### config.mk
export PLATFORM = sky130hd
export DESIGN_NAME = lsp_config
export DESIGN_NICKNAME = d
export VERILOG_FILES = /design/src/rtl/lsp_pkg.sv /design/src/rtl/lsp_mode_reg.sv /design/src/rtl/lsp_port_fsm.sv /design/src/rtl/lsp_chain_mux.sv /design/src/rtl/lsp_config.sv
export SDC_FILE = /design/constraint.sdc
export NUM_CORES = 1
export LEC_CHECK = 0
export ABC_AREA = 1
export BUFFER_PORTS_ARGS = -buffer_cell sky130_fd_sc_hd__buf_2
export CORE_AREA = 2 2 55 57
export CTS_CLUSTER_DIAMETER = 80
export DETAILED_ROUTE_END_ITERATION = 6
export DIE_AREA = 0 0 57 59
export PLACE_DENSITY_LB_ADDON = 0.05
export SLEW_MARGIN = 20
export SYNTH_ARGS = -nofsm -noshare
export SYNTH_HDL_FRONTEND = slang
export SYNTH_HIERARCHICAL = 1
export SYNTH_SLANG_ARGS = --single-unit
### constraint.sdc
create_clock -name clk -period 4.8 [get_ports clk]
set_clock_uncertainty 0.1 [all_clocks]
set_input_delay 0.96 -clock clk [delete_from_list [all_inputs] [get_ports clk]]
set_output_delay 0.96 -clock clk [all_outputs]
set_load 0.03 [all_outputs]
### src/rtl/lsp_pkg.sv
package lsp_pkg;

    typedef enum logic [3:0] {
        TS_EXIT2_DR   = 4'h0,
        TS_EXIT1_DR   = 4'h1,
        TS_SHIFT_DR   = 4'h2,
        TS_PAUSE_DR   = 4'h3,
        TS_SELECT_IR  = 4'h4,
        TS_UPDATE_DR  = 4'h5,
        TS_CAPTURE_DR = 4'h6,
        TS_SELECT_DR  = 4'h7,
        TS_EXIT2_IR   = 4'h8,
        TS_EXIT1_IR   = 4'h9,
        TS_SHIFT_IR   = 4'hA,
        TS_PAUSE_IR   = 4'hB,
        TS_RUN_IDLE   = 4'hC,
        TS_UPDATE_IR  = 4'hD,
        TS_CAPTURE_IR = 4'hE,
        TS_TEST_RESET = 4'hF
    } tap_st_e;

    typedef enum logic [1:0] {
        PS_SYNC   = 2'd0,
        PS_ARMED  = 2'd1,
        PS_PARKED = 2'd2,
        PS_REJOIN = 2'd3
    } port_st_e;

    typedef enum logic [1:0] {
        PK_IDLE     = 2'd0,
        PK_PAUSE_DR = 2'd1,
        PK_PAUSE_IR = 2'd2,
        PK_RESET    = 2'd3
    } park_tgt_e;

    function automatic logic park_hold_level(park_tgt_e tgt);
        return (tgt == PK_RESET);
    endfunction

endpackage

### src/rtl/lsp_mode_reg.sv
module lsp_mode_reg
    import lsp_pkg::*;
#(
    parameter int MODE_W    = 8,
    parameter int NPORT     = 3,
    parameter int FORCE_BIT = 4
) (
    input  logic              clk,
    input  logic              rst_n,
    input  logic              tlr,
    input  logic              load,
    input  logic [MODE_W-1:0] din,
    output logic [NPORT-1:0]  sel
);

    logic [MODE_W-1:0] mode_q;

    always_ff @(posedge clk or negedge rst_n) begin
        if (!rst_n) begin
            mode_q <= '0;
        end else if (tlr) begin
            mode_q <= '0;
        end else if (load) begin
            mode_q <= din;
        end
    end

    always_comb begin
        if (mode_q[FORCE_BIT]) begin
            sel = '0;
        end else begin
            sel = mode_q[NPORT-1:0];
        end
    end

endmodule

### src/rtl/lsp_port_fsm.sv
module lsp_port_fsm
    import lsp_pkg::*;
(
    input  logic      clk,
    input  logic      rst_n,
    input  logic      tlr,
    input  logic      sel,
    input  logic      park_go,
    input  park_tgt_e park_tgt,
    input  logic      unpark_go,
    input  logic      upd_after_exit1,
    input  logic      in_idle,
    input  logic      tms_in,
    output port_st_e  st,
    output logic      tms_o,
    output logic      tck_en_o,
    output logic      in_chain_o
);

    port_st_e  st_q, st_d;
    park_tgt_e tgt_q, tgt_d;

    always_comb begin
        st_d  = st_q;
        tgt_d = tgt_q;
        if (tlr) begin
            st_d = PS_SYNC;
        end else begin
            unique case (st_q)
                PS_SYNC: begin
                    if (park_go && sel) begin
                        st_d  = PS_ARMED;
                        tgt_d = park_tgt;
                    end
                end
                PS_ARMED: begin
                    if (upd_after_exit1) begin
                        st_d = PS_PARKED;
                    end
                end
                PS_PARKED: begin
                    if (unpark_go) begin
                        st_d = PS_REJOIN;
                    end
                end
                PS_REJOIN: begin
                    if (in_idle) begin
                        st_d = PS_SYNC;
                    end
                end
                default: st_d = PS_SYNC;
            endcase
        end
    end

    always_ff @(posedge clk or negedge rst_n) begin
        if (!rst_n) begin
            st_q  <= PS_SYNC;
            tgt_q <= PK_IDLE;
        end else begin
            st_q  <= st_d;
            tgt_q <= tgt_d;
        end
    end

    always_comb begin
        tms_o      = tms_in;
        tck_en_o   = 1'b1;
        in_chain_o = 1'b0;
        unique case (st_q)
            PS_SYNC: begin
                tms_o      = tms_in;
                tck_en_o   = sel;
                in_chain_o = sel;
            end
            PS_ARMED: begin
                tms_o      = tms_in;
                tck_en_o   = 1'b1;
                in_chain_o = sel;
            end
            PS_PARKED: begin
                tms_o      = park_hold_level(tgt_q);
                tck_en_o   = 1'b1;
                in_chain_o = 1'b0;
            end
            PS_REJOIN: begin
                tms_o      = 1'b0;
                tck_en_o   = 1'b1;
                in_chain_o = 1'b0;
            end
            default: begin
                tms_o      = tms_in;
                tck_en_o   = 1'b0;
                in_chain_o = 1'b0;
            end
        endcase
    end

    assign st = st_q;

endmodule

### src/rtl/lsp_chain_mux.sv
module lsp_chain_mux #(
    parameter int NPORT = 3
) (
    input  logic             bridge_so,
    input  logic [NPORT-1:0] port_tdo,
    input  logic [NPORT-1:0] in_chain,
    output logic [NPORT-1:0] port_tdi,
    output logic             tdo
);

    logic [NPORT:0] node;

    assign node[0] = bridge_so;

    for (genvar i = 0; i < NPORT; i++) begin : g_seg
        assign port_tdi[i] = node[i];
        assign node[i+1]   = in_chain[i] ? port_tdo[i] : node[i];
    end

    assign tdo = node[NPORT];

endmodule

### src/rtl/lsp_config.sv
module lsp_config
    import lsp_pkg::*;
#(
    parameter int NPORT     = 3,
    parameter int MODE_W    = 8,
    parameter int FORCE_BIT = 4
) (
    input  logic              clk,
    input  logic              rst_n,
    input  logic [3:0]        tap_state,
    input  logic              tms_in,
    input  logic              mode_load,
    input  logic [MODE_W-1:0] mode_din,
    input  logic              park_cmd,
    input  logic [1:0]        park_tgt,
    input  logic              unpark_cmd,
    input  logic              bridge_so,
    input  logic [NPORT-1:0]  lp_tdo,
    output logic [NPORT-1:0]  lp_tdi,
    output logic [NPORT-1:0]  lp_tms,
    output logic [NPORT-1:0]  lp_tck_en,
    output logic              tdo_out
);

    tap_st_e                cur_st;
    tap_st_e                prev_st;
    logic                   tlr;
    logic                   upd_after_exit1;
    logic                   in_idle;
    logic [NPORT-1:0]       sel;
    logic [NPORT-1:0]       in_chain;
    port_st_e [NPORT-1:0]   port_st;

    assign cur_st  = tap_st_e'(tap_state);
    assign tlr     = (cur_st == TS_TEST_RESET);
    assign in_idle = (cur_st == TS_RUN_IDLE);

    always_ff @(posedge clk or negedge rst_n) begin
        if (!rst_n) begin
            prev_st <= TS_TEST_RESET;
        end else begin
            prev_st <= cur_st;
        end
    end

    assign upd_after_exit1 =
        ((cur_st == TS_UPDATE_DR) || (cur_st == TS_UPDATE_IR)) &&
        ((prev_st == TS_EXIT1_DR) || (prev_st == TS_EXIT1_IR));

    lsp_mode_reg #(
        .MODE_W    (MODE_W),
        .NPORT     (NPORT),
        .FORCE_BIT (FORCE_BIT)
    ) u_mode (
        .clk   (clk),
        .rst_n (rst_n),
        .tlr   (tlr),
        .load  (mode_load),
        .din   (mode_din),
        .sel   (sel)
    );

    for (genvar i = 0; i < NPORT; i++) begin : g_port
        lsp_port_fsm u_fsm (
            .clk             (clk),
            .rst_n           (rst_n),
            .tlr             (tlr),
            .sel             (sel[i]),
            .park_go         (park_cmd),
            .park_tgt        (park_tgt_e'(park_tgt)),
            .unpark_go       (unpark_cmd),
            .upd_after_exit1 (upd_after_exit1),
            .in_idle         (in_idle),
            .tms_in          (tms_in),
            .st              (port_st[i]),
            .tms_o           (lp_tms[i]),
            .tck_en_o        (lp_tck_en[i]),
            .in_chain_o      (in_chain[i])
        );
    end

    lsp_chain_mux #(
        .NPORT (NPORT)
    ) u_chain (
        .bridge_so (bridge_so),
        .port_tdo  (lp_tdo),
        .in_chain  (in_chain),
        .port_tdi  (lp_tdi),
        .tdo       (tdo_out)
    );

endmodule

==> impl_metrics.tcl, run 1 <==
set metrics [dict create \
    outcome "finished clean" \
    relSlewSlack 0.710 \
    routabilityCongestion 0.797 \
    grt_pass1_vias 1183 \
    ctsResizeCount 0 \
    cts_sinks 19 \
    switching_power_mw 0.423 \
    yosysSeqAreaShare 0.354 \
    nets 257 \
    drive_above_1_share 0.239 \
    grt.busiest_layer "met2" \
    antenna_found_initial 0 \
    start_util 0.500 \
    fp.dieW_um 57 \
    tightest_slew_ns 0.435 \
    coreArea_um2 2710 \
    crit_slowest_cell "dfrtp_1" \
    syn_avg_cell_area_um2 7.32 \
    drtAntennaViolNets 0 \
    power_density_nw_per_um2 546 \
    wl_um 2920 \
    hp-class "register to register" \
    synth_cell_type_count 21 \
    worstSetupPathType "register to primary output" \
    reg2reg_depth 9 \
    cts-hold-fix-buffers 0 \
    ir_worst_vdd_v 0.000329 \
    n_antenna_cell 0 \
    finalHoldViolCount 0 \
    drv_slew 0 \
    dieArea_um2 3360 \
    final_area_um2 1570 \
    grt.met1_usage 0.225 \
    grt-ovfl-total 0 \
    hold_depth 2 \
    maxCapViolations 0 \
    wl_per_cell_um 11.7 \
    cts_made_buffers 3 \
    ioPinCount 34 \
    worst-endpoint-required_ns 3.74 \
    track_usage 0.187 \
    syn_area_um2 1350 \
    clockRootBuffer "clkbuf_4" \
    rows 19 \
    ys_warn_count 6 \
    drt-initial-drc-count 60 \
    period_needed_ns 3.02 \
    io_buffers 29 \
    grt_pass1_wl_um 4890 \
    gr-usage-met3 0.0284 \
    critPathMaxStageDelay_ns 0.42 \
    p_leak_nw 0.859 \
    path_clk_slew_ns 0.12 \
    seqCellArea_um2 479 \
    htreeDepth 1 \
    multi_input_area_um2 754 \
    clkPwrFrac 0.102 \
    drc 0 \
    cts_tree "done" \
    fin_util 0.578 \
    detail_route.first_pass.iterations 4 \
    cp_cell_sequence "inv_1 > ha_1 > nor3_1 > inv_1 > or2_0 > and2_1 > buf_2" \
    use_met2 0.333 \
    placed_cell_area_um2 1540 \
    switching_share 0.494 \
    pwr-share-comb 0.598 \
    syn2layout_area_growth_pct 15.8 \
    worst-path-max-fanout 5 \
    p_int_mw 0.433 \
    dp_hpwl_um 2340 \
    max_freq_mhz 331 \
    syn-num-nets 223 \
    setup_viol 0 \
    hold_slack_ns 0.392 \
    cpMostUsedCell "inv_1" \
    cts_setup_buffers 0 \
    rr_endpoint "g_port[0].u_fsm/st[0]$_DFFE_PN0P_" \
    r2r_slack_ns 3.26 \
    dp_slack_ns 2.11 \
    n_fill_cell 274 \
    timing.rr.start "prev_st[0]$_DFF_PN1_" \
    via_per_inst 4.88 \
    arrival_ns 1.96 \
    p_seq_frac 0.300 \
    die_y_um 59 \
    final.setup.tns_ns 0 \
    cp.depth 7 \
    cp-end-kind "primary output" \
    rsz0062_at_grt "no" \
    min_to "u_mode/mode_q[1]$_DFFE_PN0P_" \
    vias 1216 \
    clkLatencyLatePin_ns 0.30 \
    period_share 0.630 \
    path_delay_family "simple AND/OR/NAND/NOR gates" \
    hp-start "u_mode/mode_q[1]$_DFFE_PN0P_" \
    startpoint_type "register" \
    crit_buf_inv 3 \
    postSynthCellCount 185 \
    grt_max_degree 21 \
    worst_slack_ns 1.78 \
    synth_seq_cells 19 \
    clk_path_buf_depth 2 \
]
[final cells by class]
type / instances / share of cell area
Multi-Input combinational cell: 135 / 0.481
Timing Repair Buffer: 30 / 0.0974
Clock buffer: 3 / 0.0144
Clock inverter: 1 / 0.00479
Tap cell: 31 / 0.0247
Sequential cell: 19 / 0.306
Inverter: 30 / 0.0718
[placed cells by master (no fill, tap or decap)]
cell        count
clkbuf_4        3
buf_4           1
nor3_1          3
a32o_1          3
or2_0           1
nor2_2          2
clkinv_1        1
nand3_1         6
nand4_1         3
nor2_4          3
ha_1           14
nand2_1        51
nor3_2          1
inv_1          29
nor2_1         26
dfstp_2         3
dfrtp_1        16
nand3_2         3
o21ai_1         6
clkinvlp_4      1
o21ai_0         6
nand2_2         6
buf_2          29
and2_1          1
[cells by family (layout without fill, tap and decap cells)]
group                      Yosys count  after routing  share of synthesized area
AOI/OAI and AO/OA                   15             15                     0.0665
buffers and inverters               31             64                     0.0887
and+or+nand+nor                    106            106                      0.361
adders and majority gates           14             14                      0.129
DFF                                 19             19                      0.354
[cells in the mapped netlist]
library cell	count	area share
nand4_1	3	0.014
clkinv_1	1	0.0028
nand3_1	6	0.022
nand3_2	3	0.022
nor2_2	2	0.0092
nor3_2	1	0.0074
nand2_1	51	0.14
ha_1	14	0.13
buf_4	1	0.0055
inv_1	29	0.080
dfrtp_1	16	0.30
o21ai_1	6	0.022
dfstp_2	3	0.058
o21ai_0	6	0.022
nor2_4	3	0.025
or2_0	1	0.0046
nor2_1	26	0.072
nand2_2	6	0.028
nor3_1	3	0.011
a32o_1	3	0.022
and2_1	1	0.0046
[worst max-delay path by stage]
stage | slack [ns] | from | to
after global routing | 1.64 | g_port[1].u_fsm/st[0]$_DFFE_PN0P_ | lp_tdi[2]
after floorplan | 2.31 | lp_tdo[1] | tdo_out
after global placement | 2.12 | g_port[1].u_fsm/st[0]$_DFFE_PN0P_ | lp_tdi[2]
after CTS | 1.75 | g_port[1].u_fsm/st[0]$_DFFE_PN0P_ | lp_tdi[2]
final | 1.78 | g_port[1].u_fsm/st[0]$_DFFE_PN0P_ | lp_tdi[2]
after detailed placement | 2.11 | g_port[1].u_fsm/st[0]$_DFFE_PN0P_ | lp_tdi[2]
[through the flow]
stage | cells | power, mW
floorplan | 185 | 0.651
global placement | 245 | 0.745
detailed placement | 245 | 0.773
CTS | 249 | 0.863
global route | 249 | 0.935
finish | 249 | 0.856
[power by group through the flow]
stage / Combinational [mW] / Sequential [mW] / Clock (mW)
finish: 0.512 / 0.257 / 0.0871
global route: 0.574 / 0.266 / 0.0950
floorplan: 0.402 / 0.249 / 0
global placement: 0.488 / 0.257 / 0
detailed placement: 0.513 / 0.260 / 0
CTS: 0.516 / 0.257 / 0.0896
[metal layers]
layer  vias up  wire (µm)  part of all wire
met3         2        109             0.037
met1       553       1300              0.44
li1        638          -                 -
met5         -          0                 0
met2        23       1500              0.51
met4         0         16            0.0055
[worst register-to-register path: stages, from the launching register on]
cell	delay [ns]
dfstp_2	0.54
nand2_1	0.05
clkinv_1	0.04
nand2_1	0.04
nor2_1	0.22
nor2_1	0.09
nand2_1	0.09
nand2_2	0.08
o21ai_1	0.14
nand2_1	0.06
[flip-flops by register name, indices dropped and copies added, names as in the netlist]
register	cells
prev_st	3
g_port.u_fsm/st	6
g_port.u_fsm/tgt_q	6
u_mode/mode_q	4
Power figures use the tool's default switching activity.
==> run 2: changes to the inputs <==
--- a/config.mk
+++ b/config.mk
@@ -7,10 +7,10 @@
 export LEC_CHECK = 0
 export ABC_AREA = 1
 export BUFFER_PORTS_ARGS = -buffer_cell sky130_fd_sc_hd__buf_2
-export CORE_AREA = 2 2 55 57
+export CORE_AREA = 2 2 57 59
 export CTS_CLUSTER_DIAMETER = 80
 export DETAILED_ROUTE_END_ITERATION = 6
-export DIE_AREA = 0 0 57 59
+export DIE_AREA = 0 0 59 61
 export PLACE_DENSITY_LB_ADDON = 0.05
 export SLEW_MARGIN = 20
 export SYNTH_ARGS = -nofsm -noshare
==> constraint.sdc (replaced) <==
create_clock -name clk -period 2.6 [get_ports clk]
set_clock_uncertainty 0.1 [all_clocks]
set_input_delay 0.52 -clock clk [delete_from_list [all_inputs] [get_ports clk]]
set_output_delay 0.52 -clock clk [all_outputs]
set_load 0.03 [all_outputs]
==> run 2 against run 1 <==
Net effect: non-clock buffer count up 1; sequential cell count unchanged; hold slack worse by 0.34 ns; final area up 1.2%; first-iteration DRC count down 42%; count of clock-buffer cells in the layout up 1; core utilization down 4.1 points; sequential share of layout area down 0.36 points; total power up 84%; combinational power up 86%; clock power up 70%; worst setup slack worse by 1.6 ns; critical endpoint unchanged.
==> impl_metrics.tcl, run 2 (same netlist as run 1, synthesis figures left out) <==
set metrics [dict create \
    outcome "finished clean" \
    grt_pass1_wl_um 4820 \
    use_met2 0.294 \
    htreeDepth 1 \
    maxCapViolations 0 \
    worst-path-max-fanout 5 \
    cts_sinks 19 \
    drive_above_1_share 0.251 \
    antenna_found_initial 0 \
    period_needed_ns 2.43 \
    power_density_nw_per_um2 992 \
    die_y_um 61 \
    drc 0 \
    relSlewSlack 0.705 \
    p_leak_nw 0.869 \
    via_per_inst 4.80 \
    final.setup.tns_ns 0 \
    grt_pass1_vias 1159 \
    coreArea_um2 2950 \
    finalHoldViolCount 0 \
    cts_tree "done" \
    period_share 0.935 \
    cts_made_buffers 3 \
    track_usage 0.177 \
    rsz0062_at_grt "no" \
    stdcell_count 252 \
    setup_viol 0 \
    path_clk_slew_ns 0.11 \
    n_fill_cell 312 \
    clockRootBuffer "clkbuf_4" \
    tightest_slew_ns 0.443 \
    cp-end-kind "primary output" \
    dieArea_um2 3600 \
    worst-endpoint-required_ns 1.98 \
    layout_common_cells "nand2_1, inv_1, buf_2" \
    drv_slew 0 \
    wl_um 2720 \
    ioPinCount 34 \
    nets 258 \
    vias 1210 \
    grt.met1_usage 0.231 \
    fp.dieW_um 59 \
    arrival_ns 1.81 \
    clk_path_buf_depth 2 \
    drt-initial-drc-count 35 \
    startpoint_type "register" \
    drtAntennaViolNets 0 \
    start_util 0.458 \
    hp-class "input port to async pin" \
    final_common_cell "nand2_1" \
    reg2reg_depth 9 \
    cts-hold-fix-buffers 0 \
    ir_worst_vdd_v 0.000470 \
    detail_route.first_pass.iterations 4 \
    dp_hpwl_um 2230 \
    routabilityCongestion 0.780 \
    worstSetupPathType "register to primary output" \
    grt-ovfl-total 0 \
    io_buffers 29 \
    max_freq_mhz 411 \
    clkLatencyLatePin_ns 0.29 \
    placed_cells 247 \
    n_antenna_cell 0 \
    grt_max_degree 21 \
    grt.busiest_layer "met2" \
    gr-usage-met3 0.0235 \
    syn2layout_area_growth_pct 17.2 \
    rows 20 \
    wl_per_cell_um 10.8 \
]
-- run 2: per-stage QoR --
stage	util	total power, mW	setup slack [ns]	hold slack (ns)	area, µm²
2_1_floorplan	-	1.20	0.619	0.124	1350
3_3_place_gp	0.522	1.38	0.435	0.360	1540
3_5_place_dp	0.522	1.41	0.381	0.364	1540
4_1_cts	0.531	1.57	0.0380	0.0579	1570
5_1_grt	0.537	1.75	0.00967	0.0746	1590
6_report	0.537	1.57	0.170	0.0531	1590
-- run 2: timing repair --
item,4_1_cts,5_1_grt
setup endpoints to repair,0,2
buffers inserted,0,1
gates resized for setup,0,3
-- run 2: power breakdown --
part | switching (mW) | internal (mW) | total (mW)
clock network | 0.0884 | 0.0597 | 0.148
logic | 0.598 | 0.353 | 0.951
registers | 0.0768 | 0.398 | 0.474
total | 0.763 | 0.810 | 1.57
-- run 2: per-layer routing --
metal,vias up,share of wire
met1,537,0.50
li1,641,-
met4,0,0.015
met3,4,0.039
met5,-,0
met2,28,0.45
-- run 2: path summary, 6_finish.rpt --
| path | from | to | slack [ns] |
|---|---|---|---|
| max reg2reg | prev_st[0]$_DFF_PN1_ | g_port[0].u_fsm/st[1]$_DFFE_PN0P_ | 1.13 |
| min | rst_n | g_port[2].u_fsm/st[0]$_DFFE_PN0P_ | 0.05 |
| max | g_port[1].u_fsm/st[0]$_DFFE_PN0P_ | lp_tdi[2] | 0.17 |
| min reg2reg | u_mode/mode_q[0]$_DFFE_PN0P_ | u_mode/mode_q[0]$_DFFE_PN0P_ | 0.39 |
| min in group clk | tap_state[2] | prev_st[2]$_DFF_PN1_ | 0.24 |
| max in group asynchronous | rst_n | prev_st[0]$_DFF_PN1_ | 2.01 |
-- run 2: critical path, cell delays in order, from the launching register on --
cell     delay (ns)
dfrtp_1        0.41
inv_1          0.10
ha_2           0.22
nor3_2         0.15
inv_1          0.09
or2_0          0.22
and2_1         0.16
buf_2          0.17
-- run 2: final cells by class --
type,count,area [µm²],share of cell area
multi-input cells,135,767,0.483
flip-flops and latches,19,479,0.302
repair buffers,31,160,0.101
inverters,30,113,0.0710
well taps,33,41.3,0.0260
clock buffers,4,26.3,0.0166
